## config.mk

```make
export PLATFORM = sky130hd
export DESIGN_NAME = pd7_modulator
export DESIGN_NICKNAME = d
export VERILOG_FILES = /design/src/rtl/pd7_pkg.sv /design/src/rtl/pd7_carrier.sv /design/src/rtl/pd7_bands.sv /design/src/rtl/pd7_deadband.sv /design/src/rtl/pd7_modulator.sv
export SDC_FILE = /design/constraint.sdc
export NUM_CORES = 1
export LEC_CHECK = 0
export BUFFER_PORTS_ARGS = -buffer_cell sky130_fd_sc_hd__clkbuf_2
export CAP_MARGIN = 0
export CORE_ASPECT_RATIO = 1.1
export CORE_MARGIN = 1.5
export CORE_UTILIZATION = 56
export CTS_CLUSTER_DIAMETER = 150
export DETAILED_ROUTE_END_ITERATION = 6
export PLACE_DENSITY = 0.88
export SETUP_SLACK_MARGIN = 0.3
export SLEW_MARGIN = 20
export SYNTH_ARGS = -nofsm -noshare
export SYNTH_HDL_FRONTEND = slang
export SYNTH_HIERARCHICAL = 1
export SYNTH_SLANG_ARGS = --single-unit
export TNS_END_PERCENT = 10
```

## constraint.sdc

```tcl
create_clock -name clk -period 2.75 [get_ports clk]
set_clock_uncertainty 0.2 [all_clocks]
set_input_delay 0 -clock clk [delete_from_list [all_inputs] [get_ports clk]]
set_output_delay 0 -clock clk [all_outputs]
set_load 0.02 [all_outputs]
```

## src/rtl/pd7_pkg.sv

```systemverilog
package pd7_pkg;
  localparam int NUM_BANDS  = 6;
  localparam int HALF_BANDS = NUM_BANDS / 2;
  localparam int LVL_W      = 3;

  typedef logic [NUM_BANDS-1:0] band_vec_t;

  // Floor of band k in reference units: bands stacked symmetrically about zero.
  function automatic int band_floor(input int k, input int peak);
    return (k - HALF_BANDS) * peak;
  endfunction
endpackage

```

## src/rtl/pd7_carrier.sv

```systemverilog
module pd7_carrier #(
  parameter int PEAK  = 2500,
  parameter int CNT_W = $clog2(PEAK + 1)
) (
  input  logic             clk,
  input  logic             rst,
  input  logic             en,
  output logic [CNT_W-1:0] cnt_o,
  output logic             apex_o
);
  localparam logic [CNT_W-1:0] TOP = CNT_W'(PEAK);

  logic rising;

  always_ff @(posedge clk) begin
    if (rst || !en) begin
      cnt_o  <= '0;
      rising <= 1'b1;
    end else if (rising) begin
      cnt_o <= cnt_o + 1'b1;
      if (cnt_o == TOP - 1'b1) rising <= 1'b0;
    end else begin
      cnt_o <= cnt_o - 1'b1;
      if (cnt_o == CNT_W'(1)) rising <= 1'b1;
    end
  end

  assign apex_o = en && !rst && (cnt_o == TOP);

  // counter never leaves 0..PEAK
  a_r2_in_range: assert property (@(posedge clk) disable iff (rst)
    cnt_o <= TOP);

  // carrier moves by exactly one count per enabled clock
  a_r2_unit_step: assert property (@(posedge clk) disable iff (rst)
    ($past(en) && !$past(rst)) |->
      (cnt_o == $past(cnt_o) + 1'b1 || cnt_o == $past(cnt_o) - 1'b1));

  // the sampling point lasts a single clock
  a_r2_apex_single: assert property (@(posedge clk) disable iff (rst)
    apex_o |=> !apex_o);
endmodule

```

## src/rtl/pd7_bands.sv

```systemverilog
module pd7_bands
  import pd7_pkg::*;
#(
  parameter int REF_W = 16,
  parameter int PEAK  = 2500,
  parameter int CNT_W = $clog2(PEAK + 1)
) (
  input  logic                    clk,
  input  logic                    rst,
  input  logic signed [REF_W-1:0] ref_s,
  input  logic        [CNT_W-1:0] cnt,
  output band_vec_t               above_q
);
  localparam int CW = ((REF_W > CNT_W + 3) ? REF_W : CNT_W + 3) + 1;

  logic signed [CW-1:0] ref_w;
  logic signed [CW-1:0] tri_w;
  band_vec_t            above_d;

  assign ref_w = $signed({{(CW-REF_W){ref_s[REF_W-1]}}, ref_s});
  assign tri_w = $signed({{(CW-CNT_W){1'b0}}, cnt});

  for (genvar k = 0; k < NUM_BANDS; k++) begin : g_band
    localparam logic signed [CW-1:0] FLOOR = CW'(band_floor(k, PEAK));
    assign above_d[k] = ref_w > (FLOOR + tri_w);
  end

  always_ff @(posedge clk) begin
    if (rst) above_q <= '0;
    else     above_q <= above_d;
  end

  // stacked bands are ordered, so the active set is a thermometer from band 0
  a_r4_thermometer: assert property (@(posedge clk) disable iff (rst)
    (above_q & (above_q + 1'b1)) == '0);
endmodule

```

## src/rtl/pd7_deadband.sv

```systemverilog
module pd7_deadband #(
  parameter int DT_W = 8
) (
  input  logic            clk,
  input  logic            rst,
  input  logic            en,
  input  logic            cmd,
  input  logic [DT_W-1:0] dt_i,
  output logic            gate_up_o,
  output logic            gate_dn_o
);
  logic            tgt;
  logic [DT_W-1:0] hold;

  always_ff @(posedge clk) begin
    if (rst) begin
      tgt       <= 1'b0;
      hold      <= '0;
      gate_up_o <= 1'b0;
      gate_dn_o <= 1'b0;
    end else if (!en || cmd != tgt) begin
      tgt       <= cmd;
      hold      <= dt_i;
      gate_up_o <= 1'b0;
      gate_dn_o <= 1'b0;
    end else if (hold > DT_W'(1)) begin
      hold      <= hold - 1'b1;
      gate_up_o <= 1'b0;
      gate_dn_o <= 1'b0;
    end else begin
      hold      <= '0;
      gate_up_o <= tgt;
      gate_dn_o <= !tgt;
    end
  end

  // Checker state: off-run length, last conducting side, lockout captured at the change
  logic [DT_W:0]   off_run;
  logic            seen_on;
  logic            last_up;
  logic [DT_W-1:0] dt_lat;
  logic [DT_W:0]   dt_need;

  always_ff @(posedge clk) begin
    if (rst) begin
      off_run <= '0;
      seen_on <= 1'b0;
      last_up <= 1'b0;
      dt_lat  <= '0;
    end else begin
      if (gate_up_o || gate_dn_o) off_run <= '0;
      else if (!(&off_run))       off_run <= off_run + 1'b1;
      if (gate_up_o || gate_dn_o) seen_on <= 1'b1;
      if (gate_up_o)      last_up <= 1'b1;
      else if (gate_dn_o) last_up <= 1'b0;
      if (!en || cmd != tgt) dt_lat <= dt_i;
    end
  end

  assign dt_need = (dt_lat == '0) ? (DT_W+1)'(1) : {1'b0, dt_lat};

  // the two switches of a pair never conduct together
  a_r8_pair_exclusive: assert property (@(posedge clk) disable iff (rst)
    !(gate_up_o && gate_dn_o));

  // a disabled clock leaves both gates off
  a_r1_off_after_disable: assert property (@(posedge clk) disable iff (rst)
    !$past(en) |-> (!gate_up_o && !gate_dn_o));

  // a side swap waits at least the lockout captured at the change
  a_r9_lockout: assert property (@(posedge clk) disable iff (rst)
    (seen_on && ((gate_up_o && !$past(gate_up_o) && !last_up) ||
                 (gate_dn_o && !$past(gate_dn_o) &&  last_up)))
      |-> (off_run >= dt_need));
endmodule

```

## src/rtl/pd7_modulator.sv

```systemverilog
module pd7_modulator
  import pd7_pkg::*;
#(
  parameter int REF_W = 16,
  parameter int PEAK  = 2500,
  parameter int DT_W  = 8
) (
  input  logic                    clk,
  input  logic                    rst,
  input  logic                    en,
  input  logic signed [REF_W-1:0] ref_in,
  input  logic                    ref_valid,
  output logic                    ref_ready,
  input  logic        [DT_W-1:0]  dead_cycles,
  output logic [NUM_BANDS-1:0]    gate_up,
  output logic [NUM_BANDS-1:0]    gate_dn,
  output logic signed [LVL_W-1:0] level_o
);
  localparam int CNT_W = $clog2(PEAK + 1);

  logic [CNT_W-1:0]        cnt;
  logic                    apex;
  logic signed [REF_W-1:0] ref_s;
  band_vec_t               band_q;

  pd7_carrier #(.PEAK(PEAK), .CNT_W(CNT_W)) u_carrier (
    .clk(clk), .rst(rst), .en(en), .cnt_o(cnt), .apex_o(apex)
  );

  assign ref_ready = apex;

  always_ff @(posedge clk) begin
    if (rst)                         ref_s <= '0;
    else if (ref_valid && ref_ready) ref_s <= ref_in;
  end

  pd7_bands #(.REF_W(REF_W), .PEAK(PEAK), .CNT_W(CNT_W)) u_bands (
    .clk(clk), .rst(rst), .ref_s(ref_s), .cnt(cnt), .above_q(band_q)
  );

  assign level_o = LVL_W'($countones(band_q)) - LVL_W'(HALF_BANDS);

  for (genvar k = 0; k < NUM_BANDS; k++) begin : g_pair
    pd7_deadband #(.DT_W(DT_W)) u_lock (
      .clk(clk), .rst(rst), .en(en), .cmd(band_q[k]), .dt_i(dead_cycles),
      .gate_up_o(gate_up[k]), .gate_dn_o(gate_dn[k])
    );
  end

  // Checker: consecutive enabled clocks, so level history covers a clean carrier run
  logic [1:0] warm;
  always_ff @(posedge clk) begin
    if (rst || !en)       warm <= '0;
    else if (warm != 2'd3) warm <= warm + 1'b1;
  end

  // the stored reference moves only on an accepted handshake
  a_r3_hold_without_handshake: assert property (@(posedge clk) disable iff (rst)
    !(ref_valid && ref_ready) |=> $stable(ref_s));

  // with a steady sample the level steps by at most one per clock
  a_r6_single_step: assert property (@(posedge clk) disable iff (rst)
    (warm == 2'd3 && $past(ref_s) == $past(ref_s, 2)) |->
      (($countones(band_q) <= $countones($past(band_q)) + 1) &&
       ($countones($past(band_q)) <= $countones(band_q) + 1)));

  // the level code stays inside -3..+3
  a_r5_level_range: assert property (@(posedge clk) disable iff (rst)
    level_o != 3'b100);
endmodule

```

==> flow_summary.ini <==
[synth]
syn_area_um2 = 7430
synth_ff_type = dfxtp_1
synth_nets = 991
synth_edf_count = 0
ys_top_cells_by_area = dfxtp_1, ha_1, nand3_1, xnor2_1, a21oi_1
synth.largest_area_cell = dfxtp_1
syn_area_per_cell_um2 = 8.52
yosys_warnings = 6
yosys_register_bits = 101
synth_top_area_share_pct = 27.2
ys_seq_area_share_pct = 27.2
syn-instance-count = 872
async_reset_ff_share_pct = 0
synth_cell_types = 63

[clock_network]
cts_buffers = 9
clock-sinks = 101
clk_latency_ns = 0.36
path_clk_slew_ns = 0.07
h-tree-depth = 3
cts.path.max_buffers = 2
root_buffer = clkbuf_16
tritoncts = yes

[finish]
final_core_util_pct = 68.0
final_common_cell = dfxtp_1
num_antenna_cells = 0
nets = 1063
final_cell_mix = dfxtp_1, nand3_1, ha_1
drive_gt1_share_pct = 19.1
syn_to_final_growth_pct = 16.6

[route]
dr.first_iter.drc_count = 909
wl_per_cell_um = 19.5
drt_pass1_iterations = 6
ant_nets = 0
drc_errors = 0
routed_wl_mm = 21.6
num_vias = 7130
viasPerCell = 6.45

[floorplan]
rows = 43
start_util_pct = 58.3
io_pins = 44
die_area_um2 = 14000
coreArea_um2 = 12800
fp.dieW_um = 113
die_h_um = 124

[timing]
finalSetupViolCount = 4
setup_slack_ns = -0.123
max_slew_margin_pct = 59.6
worstMarginPinSlew_ns = 0.606
grt_setup_unrepaired = true
period_share_pct = 104
finalHoldViolations = 0
finalCriticalPeriod_ns = 2.87
finalMaxSlewViolations = 0
max_freq_mhz = 348

[global_routing]
grt_use_total_pct = 30.0
antenna_found_initial = 0
grt_pass1_wl_mm = 32.9
grt_pass1_vias = 6860
grt_max_degree = 40
overflow = 0

[critical_path]
crit_arrival_ns = 2.96
critPathCaptureType = register
required_ns = 2.83
worstSetupPathType = reg2reg
start_kind = register
path_max_fanout = 8

[run_status]
outcome = finished with violations
violations = negative setup slack

[pwr]
power_leakage_uw = 0.00364
vdd_ir_drop_max_uv = 263
pwr_density_cell_nw_per_um2 = 417
power.total_uw = 3620

[hold_path]
hp-class = in2reg

[job]
drv_cap = 0

[place]
gp_congestion = 1.04
hpwl_mm = 13.8
dp_slack_ns = -0.0420
io_buffer_count = 43
-- layout make-up --
cell class	instances	area, um2
inverter	47	185
clock buffer	10	229
sequential	101	2050
multi-input combinational	686	5220
timing repair buffer	99	713
fill	904	4090
clock inverter	6	68.8
tap	157	196
-- cells by family after synthesis --
| kind of cell | count (synthesis) | share of synthesized area, % |
|---|---|---|
| xor+xnor | 81 | 9.55 |
| compound gates | 168 | 14.2 |
| flops | 101 | 27.2 |
| mux | 1 | 0.135 |
| simple gates | 345 | 27.8 |
| buf+inv | 85 | 5.51 |
| fa+ha+maj | 91 | 15.6 |
-- what timing repair did --
item | CTS | global route
gates resized for setup | 35 | 20
endpoints found under the hold margin | 69 | 0
setup endpoints to repair | 8 | 8
pin swaps | 21 | 10
setup buffers | 2 | 10
hold buffers | 25 | 0
-- critical path: stages, from the launching register on --
cell and delay [ns]:
dfxtp_4 0.43, inv_4 0.07, ha_2 0.22, nand2_1 0.11, nand2_2 0.09, o21bai_4 0.16, a21oi_2 0.10, ha_1 0.35
nand4_1 0.20, buf_4 0.21, nor3_4 0.18, a21oi_1 0.11, o211ai_1 0.13, and3_1 0.24
-- state kept, by name, summed over array words and instances (netlist names) --
name                     count
g_pair.u_lock/gate_up_o      6
g_pair.u_lock/gate_dn_o      6
ref_s                       16
u_carrier/rising             1
u_carrier/cnt_o             12
g_pair.u_lock/hold          48
u_bands/above_q              6
g_pair.u_lock/tgt            6
-- metrics by stage --
step	TNS, ns	hold slack, ns	cell area (um2)	cells
floorplan	0	-0.128	7500	872
CTS	-0.0435	0.0362	8510	1096
global placement	0	0.0432	7820	1053
detailed placement	-0.0420	0.0467	7820	1053
finish	-0.174	0.0658	8660	1106
global route	-0.297	0.0779	8660	1106
-- layer usage --
| metal | track usage [%] | routed length, um | vias up |
|---|---|---|---|
| li1 | - | - | 3274 |
| met1 | 33.8 | 8200 | 3327 |
| met2 | 53.7 | 10500 | 400 |
| met3 | 5.69 | 1660 | 129 |
| met4 | 16.5 | 1240 | 0 |
| met5 | 0 | 0 | - |
-- synthesized netlist by cell type (all sizes together) (16+ instances only) --
cell / instances
a21oi: 81
a21bo: 16
nand3: 91
clkbuf: 18
inv: 46
nand2: 61
dfxtp: 101
or4: 21
buf: 20
nor3b: 17
nor2: 33
xor2: 39
xnor2: 42
o21ai: 38
nor3: 21
nor4: 22
ha: 88
-- final timing paths --
| kind | start | to | slack, ns | depth (start not counted) |
|---|---|---|---|---|
| max | u_carrier/cnt_o[3]$_SDFF_PN0_ | u_bands/above_q[2]$_SDFF_PP0_ | -0.12 | 13 |
| min | en | u_carrier/rising$_SDFF_PN1_ | 0.07 | 3 |
| max reg2reg | u_carrier/cnt_o[3]$_SDFF_PN0_ | u_bands/above_q[2]$_SDFF_PP0_ | -0.12 | 13 |
| min reg2reg | g_pair[4].u_lock/tgt$_SDFFE_PP0P_ | g_pair[4].u_lock/gate_dn_o$_SDFF_PP0_ | 0.29 | 1 |
-- power by group --
group          switching, uW  internal, uW  leakage (uW)
Sequential              90.2          1550      0.000834
Clock                    608           717      0.000149
Combinational            375           281       0.00266
Total                   1070          2540       0.00364
Power figures use the tool's default switching activity.
